**config.mk**
```make
export PLATFORM = sky130hd
export DESIGN_NAME = cgate_select
export DESIGN_NICKNAME = d
export VERILOG_FILES = /design/src/rtl/cgate_select_pkg.sv /design/src/rtl/cgate_code_bank.sv /design/src/rtl/cgate_pattern_flags.sv /design/src/rtl/cgate_chan_mux.sv /design/src/rtl/cgate_select.sv
export SDC_FILE = /design/constraint.sdc
export NUM_CORES = 1
export LEC_CHECK = 0
export BUFFER_PORTS_ARGS = -buffer_cell sky130_fd_sc_hd__buf_2
export CORE_UTILIZATION = 52
export DETAILED_ROUTE_END_ITERATION = 12
export GPL_TIMING_DRIVEN = 0
export PLACE_DENSITY_LB_ADDON = 0.05
export SYNTH_ARGS = -nofsm -noshare
export SYNTH_HDL_FRONTEND = slang
export SYNTH_SLANG_ARGS = --single-unit
```
**constraint.sdc**
```tcl
create_clock -name clk -period 1.9 [get_ports clk]
set_input_delay 0.38 -clock clk [delete_from_list [all_inputs] [get_ports clk]]
set_output_delay 0.38 -clock clk [all_outputs]
set_load 0.03 [all_outputs]
```
**src/rtl/cgate_select_pkg.sv**
```systemverilog
`timescale 1ns/1ps
package cgate_select_pkg;
  localparam int CODE_W = 5;

  typedef enum logic [CODE_W-1:0] {
    GS_ON     = 5'd0,
    GS_OFF    = 5'd1,
    GS_PIN    = 5'd2,
    GS_RING_N = 5'd3,
    GS_PIN_N  = 5'd6,
    GS_RING   = 5'd7,
    GS_PAT    = 5'd8,
    GS_OCC    = 5'd9,
    GS_GONE   = 5'd10,
    GS_PAT_N  = 5'd11,
    GS_OCC_N  = 5'd12,
    GS_GONE_N = 5'd13
  } gsrc_e;
endpackage

```
**src/rtl/cgate_code_bank.sv**
```systemverilog
`timescale 1ns/1ps
module cgate_code_bank
  import cgate_select_pkg::*;
#(
  parameter int NCH   = 3,
  parameter int CH_AW = 2
) (
  input  logic                          clk,
  input  logic                          rst_n,
  input  logic                          we,
  input  logic [CH_AW-1:0]              chan,
  input  logic [CODE_W-1:0]             code_in,
  output logic [NCH-1:0][CODE_W-1:0]    codes
);
  // One register per channel; a write to an address past the last channel hits no slot.
  for (genvar k = 0; k < NCH; k++) begin : g_slot
    always_ff @(posedge clk or negedge rst_n) begin
      if (!rst_n)
        codes[k] <= GS_ON;
      else if (we && (chan == CH_AW'(k)))
        codes[k] <= code_in;
    end
  end
endmodule

```
**src/rtl/cgate_pattern_flags.sv**
```systemverilog
`timescale 1ns/1ps
module cgate_pattern_flags (
  input  logic clk,
  input  logic rst_n,
  input  logic clr,
  input  logic pat,
  output logic occ,
  output logic gone
);
  // occ: sticky set while the pattern is seen.
  // gone: high until the pattern leaves after having been seen.
  always_ff @(posedge clk or negedge rst_n) begin
    if (!rst_n) begin
      occ  <= 1'b0;
      gone <= 1'b1;
    end else if (clr) begin
      occ  <= 1'b0;
      gone <= 1'b1;
    end else begin
      if (pat)
        occ <= 1'b1;
      if (occ && !pat)
        gone <= 1'b0;
    end
  end
endmodule

```
**src/rtl/cgate_chan_mux.sv**
```systemverilog
`timescale 1ns/1ps
module cgate_chan_mux
  import cgate_select_pkg::*;
(
  input  logic [CODE_W-1:0] code,
  input  logic              pin,
  input  logic              ring,
  input  logic              pat,
  input  logic              occ,
  input  logic              gone,
  output logic              gate,
  output logic              pin_oe
);
  always_comb begin
    case (code)
      GS_ON:     gate = 1'b1;
      GS_OFF:    gate = 1'b0;
      GS_PIN:    gate = pin;
      GS_PIN_N:  gate = ~pin;
      GS_RING:   gate = ring;
      GS_RING_N: gate = ~ring;
      GS_PAT:    gate = pat;
      GS_PAT_N:  gate = ~pat;
      GS_OCC:    gate = occ;
      GS_OCC_N:  gate = ~occ;
      GS_GONE:   gate = gone;
      GS_GONE_N: gate = ~gone;
      default:   gate = 1'b0;
    endcase
  end

  // The pin is only an input when the channel listens to it directly.
  assign pin_oe = (code != GS_PIN);
endmodule

```
**src/rtl/cgate_select.sv**
```systemverilog
`timescale 1ns/1ps
module cgate_select
  import cgate_select_pkg::*;
#(
  parameter int NCH   = 3,
  parameter int CH_AW = (NCH > 1) ? $clog2(NCH) : 1
) (
  input  logic              clk,
  input  logic              rst_n,
  input  logic              cfg_we,
  input  logic [CH_AW-1:0]  cfg_chan,
  input  logic [CODE_W-1:0] cfg_code,
  input  logic              pat_clr,
  input  logic              pat_present,
  input  logic [NCH-1:0]    gate_pin_in,
  input  logic [NCH-1:0]    cnt_out_cur,
  input  logic [NCH-1:0]    cnt_out_prev,
  output logic [NCH-1:0]    gate_out,
  output logic [NCH-1:0]    gate_pin_oe
);
  localparam int RING_LAG = 2;

  logic [NCH-1:0][CODE_W-1:0] chan_code;
  logic                       pat_occ;
  logic                       pat_gone;
  logic [NCH-1:0]             ring_src;

  cgate_code_bank #(.NCH(NCH), .CH_AW(CH_AW)) u_codes (
    .clk     (clk),
    .rst_n   (rst_n),
    .we      (cfg_we),
    .chan    (cfg_chan),
    .code_in (cfg_code),
    .codes   (chan_code)
  );

  cgate_pattern_flags u_flags (
    .clk   (clk),
    .rst_n (rst_n),
    .clr   (pat_clr),
    .pat   (pat_present),
    .occ   (pat_occ),
    .gone  (pat_gone)
  );

  for (genvar n = 0; n < NCH; n++) begin : g_chan
    // Channel n listens to channel n-2, wrapping into the preceding group.
    if (n >= RING_LAG) begin : g_local
      assign ring_src[n] = cnt_out_cur[n-RING_LAG];
    end else begin : g_wrap
      assign ring_src[n] = cnt_out_prev[n+NCH-RING_LAG];
    end

    cgate_chan_mux u_mux (
      .code   (chan_code[n]),
      .pin    (gate_pin_in[n]),
      .ring   (ring_src[n]),
      .pat    (pat_present),
      .occ    (pat_occ),
      .gone   (pat_gone),
      .gate   (gate_out[n]),
      .pin_oe (gate_pin_oe[n])
    );
  end
endmodule

```
# Word level (Yosys, flattened, before mapping)
# Index checks and enable logic that the tools add are counted.
# Widths: inputs -> output; s select.
# totals
regBits,17
latch_bits,0
ram_bits,0
rom_bits,0
input_bits,21
output_inout_bits,6
mem_count,0
# classes
addsub,0
multipliers,0
div_mod_pow,0
magnitude_cmp,0
eq_ne,35
shifts,0
n_mux,7
bitwise_logic,9
reduce_logical,11
# op_table
cell,count
$eq 5x4->1 const B,18
$pmux 1 s11,3
$eq 5x2->1 const B,6
$eq 5x3->1 const B,6
$logic_not 5->1,3
$ne 5x2->1 const B,3
$not 1->1,9
$logic_and 1x1->1,4
$mux 1,4
$reduce_bool 2->1,2
$eq 2x1->1 const B,1
$eq 2x2->1 const B,1
$logic_not 2->1,1
$logic_not 1->1,1

# Logic depth before layout (Yosys ltp)
# Gate-level depths: netlist of the first run.
# depth
ltp_word,4
mapped_depth,6
ltp_nobuf,4

# By module
# A second synthesis of the first run with hierarchy kept.
# hier_totals
hier_cells,93
hier_area_um2,999.7
# modules_own_cells
module,instances,cells_each,area_each_um2,seq_area_each_um2
cgate_code_bank,1,33,578.1,375.4
cgate_chan_mux,3,18,116.4,0.0
cgate_pattern_flags,1,6,72.6,51.3

# Least setup slack after synthesis of the first run
# OpenSTA, ideal clock, no wires.
# synth_path
kind,register to output
start,reg u_codes.codes[8] (netlist name)
end,out gate_out[1]
t_arrival_ns,1.400
required_ns,1.520
setup_slack_ns,0.120
path_stages_with_launch,6
path_cell_list,dfrtp_1 > mux2_4 > o221ai_2 > o21ai_2 > a221oi_2 > buf_4
# synth_via
elab_chain_cells,2
elab_cells_between_ends,12
classes_between,10 x eq/ne; 1 x mux; 1 x reduce/logical
# synth_lines
element,line_no,rtl
start: declaration,cgate_code_bank.sv:13,output logic [NCH-1:0][CODE_W-1:0] codes
start signal: indexed assignment,cgate_code_bank.sv:21,codes[k] <= code_in;
"$eq 5x4->1, or another cell as far along",cgate_chan_mux.sv:15,case (code)
$pmux 1 s11 *,cgate_chan_mux.sv:15,
end: declaration,cgate_select.sv:18,"output logic [NCH-1:0] gate_out,"
# Every way passes the cells marked *; elsewhere a longest branch is shown, timed or not.

# Final worst setup path of the first run
# Ends and elaborated chain as after synthesis.

==> impl_metrics.tcl, run 1 <==
set metrics [dict create \
    synthMuxAreaShare_pct 17.59 \
    synth_top_family_by_area "simple AND/OR/NAND/NOR gates" \
    clk_latency_ns 0.27 \
    core_um2 1962 \
    hp-class "primary input to asynchronous set/reset pin" \
    max_freq_mhz 479.9 \
    peakVddDrop_v 0.0005773 \
    grt_pass1_vias 701 \
    avgSynthCellArea_um2 10.27 \
    final_util_pct 68.81 \
    tightestPinTransition_ns 0.4216 \
    timing.final.crit_period_ns 2.084 \
    clkTransAtPathRegs_ns 0.09 \
    final-setup-viol-count 3 \
    netlist_area_um2 1089 \
    grt_setup_unrepaired "yes" \
    hpwlAfterDp_um 1689 \
    die_width_um 47.76 \
    drt-initial-drc-count 11 \
    synthAdderAreaFrac_pct 0 \
    status "complete, but fails checks" \
    crit_required_ns 1.52 \
    diodes 0 \
    track_usage_pct 20.19 \
    synth_top_flop_cell "dfrtp_1" \
    layout.nets 160 \
    drive_gt1_share_pct 51.45 \
    syn_inst 106 \
    path_max_fanout 4 \
    violations "negative setup slack" \
    cts_root_buf "clkbuf_4" \
    cp-start-kind "flop" \
    dieArea_um2 2281 \
    ys_ff_latch 17 \
    grt_antenna_before_repair 0 \
    p_leak_nw 0.5810 \
    gr-total-overflow 0 \
    cp_cell_sequence "mux2_4 -> o221ai_2 -> o21ai_2 -> a221oi_2 -> buf_6" \
    r2r_slack_ns 0.94 \
    gp_congestion 0.6995 \
    synth_xor_area_share_pct 0 \
    grt_first_pass_wirelength_um 3105 \
    power_mw 1.153 \
    cts_tree "done" \
    final-hold-violation-count 0 \
    synth_cell_types 42 \
    drtAntennaViolNets 0 \
    drc 0 \
    fin_ws_ns -0.1840 \
    maxCapViolCount 0 \
    slew_viol_final 0 \
    rows 16 \
    synth-simple-area-share_pct 21.03 \
    grt_max_degree 18 \
    synthesis.nets 127 \
    clock_sinks 17 \
    numCtsBuffers 3 \
    fin_crit_sh_pct 109.7 \
    place_inst 156 \
    synth_async_sr_flop_share_pct 100.0 \
    viasPerCell 5.539 \
    routed-via-count 914 \
    crit_type "flop to output pin" \
    max_stage_delay_ns 0.44 \
    clock_path_buffers 2 \
    p_per_area_nw_per_um2 853.9 \
    initial_utilization_pct 55.48 \
    first_pass_iters 4 \
    synthToLayoutAreaGrowth_pct 24.02 \
    finalClockSkew_ns 0.00005107 \
    slew_headroom_pct 71.77 \
    die_height_um 47.76 \
    stdcell_count 165 \
    h-tree-depth 1 \
    cp_slowest_cell "dfrtp_2" \
    port_buffers 23 \
    yosysWarningCount 0 \
    ys_seq_area_share_pct 39.20 \
    critPathCaptureType "output pin" \
    ioPinCount 27 \
    synth_compound_area_share_pct 15.40 \
    cp.arrival_ns 1.70 \
    cts_hold_buf 0 \
    wl_per_cell_um 13.54 \
    synth_edf_count 0 \
    routed_wl_um 2234 \
]
==> placed cells by master (no fill, tap or decap), types with 2 or more instances in the layout <==
cell / Yosys / final
nor3b_1: 3 / 2
nor3_1: 2 / 2
nand2_1: 4 / 4
nor3b_2: 1 / 2
mux2_2: 13 / 13
buf_2: 2 / 20
buf_6: 0 / 3
buf_4: 6 / 13
dfrtp_2: 0 / 6
dfrtp_1: 16 / 10
clkbuf_4: 0 / 3
o21ai_1: 0 / 2
nor2_1: 7 / 7
inv_1: 5 / 4
nand3b_1: 2 / 2
o21ai_0: 6 / 4
mux2i_1: 3 / 3
o22ai_1: 2 / 2
nor2b_1: 3 / 3
a31oi_1: 2 / 2
nand2b_1: 2 / 2
nand3_1: 3 / 3
==> Yosys cell counts, drive strengths merged (3+ instances only) <==
| library cell | n | share of area [%] |
|---|---|---|
| nor2 | 7 | 2.4 |
| nor3b | 4 | 3.2 |
| nand3 | 3 | 1.4 |
| o21ai | 7 | 3.6 |
| mux2 | 14 | 15 |
| buf | 8 | 5.1 |
| nand2b | 3 | 2.0 |
| dfrtp | 16 | 37 |
| nor2b | 3 | 1.7 |
| nand2 | 4 | 1.4 |
| inv | 5 | 1.7 |
| mux2i | 3 | 2.8 |
==> cell type report <==
class                   instances  area, µm²
clock buffers                   4      26.28
plain buffers                   3      22.52
fillers                       171      611.8
repair buffers                 33      209.0
well taps                      27      33.78
inverters                       5      18.77
multi-input cells              76      605.6
flip-flops and latches         17      434.2
==> final timing paths <==
kind                       depth (start not counted)                             to                     startpoint
min in group clk                                   2        u_flags.occ$_DFFE_PN0P_                        pat_clr
max                                                5                    gate_out[1]   u_codes.codes[8]$_DFFE_PN0P_
max in group asynchronous                          1       u_flags.gone$_DFFE_PN1P_                          rst_n
min                                                1        u_flags.occ$_DFFE_PN0P_                          rst_n
min reg2reg                                        1  u_codes.codes[14]$_DFFE_PN0P_  u_codes.codes[14]$_DFFE_PN0P_
max reg2reg                                        2  u_codes.codes[11]$_DFFE_PN0P_  u_codes.codes[11]$_DFFE_PN0P_
==> per-stage QoR <==
step	hold WS, ns	instance area (µm²)	setup WS [ns]	setup TNS (ns)
2_1_floorplan	0.08441	1089	0.1202	0
3_3_place_gp	0.3086	1237	-0.09149	-0.09152
3_5_place_dp	0.3138	1237	-0.1109	-0.1308
4_1_cts	0.004087	1329	-0.2017	-0.3519
5_1_grt	0.009894	1350	-0.2762	-0.6467
6_report	0.005838	1350	-0.1840	-0.3321
==> kinds of logic after synthesis <==
| kind of cell | Yosys count |
|---|---|
| buf+inv | 13 |
| mux | 17 |
| simple gates | 37 |
| compound gates | 22 |
| flops | 17 |
==> per-layer routing <==
metal | track usage (%) | wire, µm | up-vias
met5 | 0 | 0 | -
met4 | 6.667 | 12 | 0
met3 | 3.396 | 66 | 2
met2 | 31.35 | 1058 | 19
met1 | 28.81 | 1097 | 433
li1 | - | - | 460
==> power breakdown <==
group / internal [mW] / leakage [nW] / total, mW / switching [mW]
logic: 0.247 / 0.371 / 0.443 / 0.196
clock network: 0.0813 / 0.0150 / 0.182 / 0.101
registers: 0.430 / 0.195 / 0.528 / 0.0979
total: 0.758 / 0.581 / 1.15 / 0.395
==> state kept, by name, summed over array words and instances (netlist names) <==
name and flops:
u_codes.codes 15, u_flags.gone 1, u_flags.occ 1
==> critical path: cells and delay by family (launching register included) <==
family | cells | cell delay [ns]
mux | 1 | 0.31
flops | 1 | 0.44
compound gates | 3 | 0.51
buf+inv | 1 | 0.17
==> repair_timing <==
| action | in CTS | in global routing |
|---|---|---|
| pin swaps | 9 | 2 |
| setup endpoints to repair | 3 | 3 |
| resized for setup | 16 | 2 |
| gates cloned | 0 | 0 |
| setup buffers | 8 | 2 |
(Power assumes the default switching activity.)
==> run 2, diff against run 1 <==
--- a/config.mk
+++ b/config.mk
@@ -6,9 +6,8 @@
 export NUM_CORES = 1
 export LEC_CHECK = 0
 export BUFFER_PORTS_ARGS = -buffer_cell sky130_fd_sc_hd__buf_2
-export CORE_UTILIZATION = 52
+export CORE_UTILIZATION = 56
 export DETAILED_ROUTE_END_ITERATION = 12
-export GPL_TIMING_DRIVEN = 0
 export PLACE_DENSITY_LB_ADDON = 0.05
 export SYNTH_ARGS = -nofsm -noshare
 export SYNTH_HDL_FRONTEND = slang
==> constraint.sdc (replaced) <==
create_clock -name clk -period 2.47 [get_ports clk]
set_input_delay 0.494 -clock clk [delete_from_list [all_inputs] [get_ports clk]]
set_output_delay 0.494 -clock clk [all_outputs]
set_load 0.03 [all_outputs]
==> impl_metrics.tcl, run 2 (synthesized netlist as in run 1, its figures left out) <==
set metrics [dict create \
    status "completed" \
    final-setup-viol-count 0 \
    slew_viol_final 0 \
    r2r_slack_ns 1.56 \
    viasPerCell 5.887 \
    routed-via-count 883 \
    cts_setup_buffers 0 \
    synthToLayoutAreaGrowth_pct 10.80 \
    fin_crit_sh_pct 94.43 \
    p_per_area_nw_per_um2 673.0 \
    tightestPinTransition_ns 0.4557 \
    numCtsBuffers 3 \
    hold_ws_ns 0.1294 \
    path_max_fanout 7 \
    regMostFlops "u_codes.codes" \
    drive_gt1_share_pct 38.40 \
    clk_latency_ns 0.28 \
    hp-class "primary input to asynchronous set/reset pin" \
    clock_sinks 17 \
    grt_first_pass_wirelength_um 3270 \
    dieArea_um2 2124 \
    layout_common_cells "buf_2, dfrtp_1, mux2_2, nor2_1, o21ai_0" \
    die_height_um 46.09 \
    r2r_start "u_codes.codes[1]$_DFFE_PN0P_" \
    grt_max_degree 18 \
    track_usage_pct 21.80 \
    hpwlAfterDp_um 1585 \
    maxCapViolCount 0 \
    r2r-end "u_codes.codes[1]$_DFFE_PN0P_" \
    finalClockSkew_ns 0.00005704 \
    max_freq_mhz 428.7 \
    core_um2 1783 \
    timing.final.crit_period_ns 2.332 \
    drt-initial-drc-count 20 \
    startpoint "u_codes.codes[8]$_DFFE_PN0P_" \
    clock_path_buffers 2 \
    port_buffers 23 \
    worstSetupEndpoint "gate_out[1]" \
    fin_ws_ns 0.1376 \
    place_inst 146 \
    final-hold-violation-count 0 \
    largest_reg_flops 15 \
    p_leak_nw 0.5209 \
    cts_tree "done" \
    clkTransAtPathRegs_ns 0.10 \
    die_width_um 46.09 \
    drc 0 \
    grt_pass1_vias 747 \
    first_pass_iters 4 \
    cts_hold_buf 0 \
    cts_root_buf "clkbuf_4" \
    initial_utilization_pct 61.05 \
    layout_commonest_cell "buf_2" \
    cp-start-kind "flop" \
    critPathCaptureType "output pin" \
    rr_worst_depth 1 \
    gp_congestion 0.7661 \
    stdcell_count 150 \
    routed_wl_um 2060 \
    cts_resized 0 \
    slew_headroom_pct 69.49 \
    crit_required_ns 1.98 \
    nFillCells 149 \
    grt_setup_unrepaired "no" \
    place_ws_ns 0.3158 \
    rows 15 \
    crit_type "flop to output pin" \
    diodes 0 \
    drtAntennaViolNets 0 \
    peakVddDrop_v 0.0005947 \
    gr-total-overflow 0 \
    grt_antenna_before_repair 0 \
    ioPinCount 27 \
    wl_per_cell_um 13.73 \
    top_regs "u_codes.codes: 15 flops, u_flags.gone: 1 flops, u_flags.occ: 1 flops" \
    h-tree-depth 1 \
    fin_setup_tns_ns 0 \
    layout.nets 147 \
    cp.arrival_ns 1.84 \
]
-- run 2: cell count changes in the layout (fill, tap and decap cells not counted), sizes merged --
cell	before	now
buf	36	23
-- run 2: how the worst min path moves through the flow --
stage / endpoint / from / slack [ns] / cells after the start
finish: u_codes.codes[0]$_DFFE_PN0P_ / rst_n / 0.13 / 1
floorplan: u_codes.codes[0]$_DFFE_PN0P_ / rst_n / 0.20 / 0
global route: u_codes.codes[8]$_DFFE_PN0P_ / rst_n / 0.14 / 1
global placement: u_flags.occ$_DFFE_PN0P_ / rst_n / 0.44 / 1
CTS: u_flags.occ$_DFFE_PN0P_ / rst_n / 0.14 / 1
detailed placement: u_flags.occ$_DFFE_PN0P_ / rst_n / 0.44 / 1
-- run 2: per-stage QoR --
stage               cell area [µm²]  power (mW)  util (%)
floorplan                      1089      0.6198         -
global placement               1180      0.6585     66.18
detailed placement             1180      0.6731     66.18
CTS                            1206      0.8150     67.65
global route                   1206      0.8621     67.65
finish                         1206      0.8117     67.65
-- run 2: worst max-delay path, stage by stage (launching register included) --
cell	delay, ns
dfrtp_1	0.48
mux2_4	0.33
o221ai_2	0.17
o21ai_2	0.08
a221oi_2	0.27
buf_2	0.23
-- run 2: layout make-up --
class	count	area [µm²]	area share [%]
Clock buffer	4	26.28	2.178
Inverter	5	18.77	1.556
Multi-Input combinational cell	76	588.1	48.76
Sequential cell	17	426.7	35.37
Tap cell	25	31.28	2.593
Timing Repair Buffer	23	115.1	9.544
-- run 2: report_power, final --
group	internal [mW]	switching, mW	total [mW]
combinational	0.132	0.129	0.261
sequential	0.327	0.0814	0.408
clock	0.0625	0.0797	0.142
-- run 2: per-layer routing --
| metal | global-route usage (%) | share of wire (%) |
|---|---|---|
| met1 | 31.06 | 48 |
| met2 | 34.65 | 48 |
| met3 | 3.529 | 3.8 |
| met4 | 5.294 | 0.49 |
| met5 | 0 | 0 |
==> run 3, diff against run 2 <==
--- a/config.mk
+++ b/config.mk
@@ -6,7 +6,9 @@
 export NUM_CORES = 1
 export LEC_CHECK = 0
 export BUFFER_PORTS_ARGS = -buffer_cell sky130_fd_sc_hd__buf_2
-export CORE_UTILIZATION = 56
+export CELL_PAD_IN_SITES_DETAIL_PLACEMENT = 1
+export CELL_PAD_IN_SITES_GLOBAL_PLACEMENT = 2
+export CORE_UTILIZATION = 34
 export DETAILED_ROUTE_END_ITERATION = 12
 export PLACE_DENSITY_LB_ADDON = 0.05
 export SYNTH_ARGS = -nofsm -noshare
==> constraint.sdc (replaced) <==
create_clock -name clk -period 2.47 [get_ports clk]
set_input_delay 0.494 -clock clk [delete_from_list [all_inputs] [get_ports clk]]
set_output_delay 0.494 -clock clk [all_outputs]
set_load 0.01 [all_outputs]
==> impl_metrics.tcl, run 3 (synthesized netlist as in run 1, its figures left out) <==
set metrics [dict create \
    drt-initial-drc-count 23 \
    hp-class "primary input to asynchronous set/reset pin" \
    viasPerCell 5.254 \
    layout.nets 147 \
    final-setup-viol-count 0 \
    clkTransAtPathRegs_ns 0.10 \
    tightestPinTransition_ns 0.4137 \
    routed-via-count 888 \
    initial_utilization_pct 35.66 \
    p_sw_uw 274.2 \
    p_per_area_nw_per_um2 643.6 \
    fin_setup_tns_ns 0 \
    gp_congestion 0.8467 \
    clock_path_buffers 2 \
    layout_common_cells "buf_2, dfrtp_1, mux2_2, nor2_1, o21ai_0" \
    grt_pass1_vias 851 \
    timing.final.crit_period_ns 2.307 \
    seqPwrFrac_pct 51.6 \
    switching_share_pct 34.53 \
    drive_gt1_share_pct 39.20 \
    routed_wl_um 2486 \
    h-tree-depth 1 \
    die_height_um 58.58 \
    dieArea_um2 3432 \
    cts_setup_buffers 0 \
    crit_type "flop to output pin" \
    slew_headroom_pct 72.30 \
    p_leak_nw 0.5199 \
    cts_tree "done" \
    regArea_um2 426.7 \
    path_max_fanout 7 \
    maxCapViolCount 0 \
    max_freq_mhz 433.5 \
    pwr-share-comb_pct 29.4 \
    cts_hold_buf 0 \
    hpwlAfterDp_um 1955 \
    port_buffers 23 \
    crit_required_ns 1.98 \
    ioPinCount 27 \
    grt_first_pass_wirelength_um 4091 \
    drtAntennaViolNets 0 \
    critPathCaptureType "output pin" \
    hold_ws_ns 0.1058 \
    stdcell_area_um2 1234 \
    multi_input_area_um2 588.1 \
    regMostFlops "u_codes.codes" \
    layout_commonest_cell "buf_2" \
    dpl_cell_area_um2 1204 \
    cts_root_buf "clkbuf_4" \
    clock_sinks 17 \
    final-hold-violation-count 0 \
    clk_latency_ns 0.29 \
    die_width_um 58.58 \
    top_regs "u_codes.codes: 15 flops, u_flags.gone: 1 flops, u_flags.occ: 1 flops" \
    drc 0 \
    fin_crit_sh_pct 93.40 \
    track_usage_pct 16.25 \
    numCtsBuffers 3 \
    synthToLayoutAreaGrowth_pct 13.33 \
    gr-total-overflow 0 \
    grt_max_degree 18 \
    status "completed" \
    cts_resized 0 \
    grt_antenna_before_repair 0 \
    diodes 0 \
    finalClockSkew_ns 0.0003187 \
    largest_reg_flops 15 \
    grt_setup_unrepaired "no" \
    wl_per_cell_um 14.71 \
    p_int_uw 519.9 \
    slew_viol_final 0 \
    cp.arrival_ns 1.81 \
    first_pass_iters 4 \
    rows 20 \
    core_um2 3053 \
    peakVddDrop_v 0.0003351 \
    nFillCells 370 \
    clock_power_share_pct 18.9 \
    cp-start-kind "flop" \
]
[run 3: per-layer routing]
metal | wire (µm) | global-route usage, % | part of all wire (%)
met5 | 0 | 0 | 0
met4 | 23 | 4.422 | 0.93
met3 | 117 | 4.615 | 4.7
met2 | 1109 | 24.79 | 45
met1 | 1236 | 22.66 | 50
[run 3: area by class of cell]
type | instances | area share (%)
inverters | 5 | 1.521
clock buffers | 3 | 1.826
flip-flops and latches | 17 | 34.58
clock inverters | 1 | 0.6085
repair buffers | 23 | 9.331
well taps | 44 | 4.462
multi-input cells | 76 | 47.67
[run 3: power groups by stage]
stage,clock network (mW),registers (mW),logic [mW]
final,0.150,0.410,0.234
after detailed placement,0,0.416,0.238
after global routing,0.173,0.423,0.262
after CTS,0.158,0.410,0.238
after global placement,0,0.413,0.230
after floorplan,0,0.377,0.213
[run 3: critical path: stages (launching register included)]
cell and delay, ns:
dfrtp_1 0.51, mux2_4 0.33, o221ai_2 0.17, o21ai_2 0.09
a221oi_2 0.26, buf_2 0.16
[run 3: final timing paths]
kind                                                 to  depth (start not counted)  slack (ns)                    startpoint
hold / removal             u_codes.codes[5]$_DFFE_PN0P_                          1        0.11                         rst_n
setup / recovery                            gate_out[1]                          5        0.16  u_codes.codes[8]$_DFFE_PN0P_
setup reg to reg           u_codes.codes[1]$_DFFE_PN0P_                          1        1.55  u_codes.codes[1]$_DFFE_PN0P_
max in group asynchronous      u_flags.gone$_DFFE_PN1P_                          1        2.05                         rst_n
hold reg to reg            u_codes.codes[9]$_DFFE_PN0P_                          1        0.58  u_codes.codes[9]$_DFFE_PN0P_
min in group clk                u_flags.occ$_DFFE_PN0P_                          2        0.36                       pat_clr
[run 3: metrics by stage]
| stage | cells | setup WS (ns) | utilization [%] | power, mW |
|---|---|---|---|---|
| after floorplan | 106 | 0.5952 | - | 0.5903 |
| after global placement | 165 | 0.4037 | 39.43 | 0.6430 |
| after detailed placement | 165 | 0.3592 | 39.43 | 0.6540 |
| after CTS | 169 | 0.1212 | 40.41 | 0.8063 |
| after global routing | 169 | 0.04676 | 40.41 | 0.8578 |
| final | 169 | 0.1631 | 40.41 | 0.7940 |
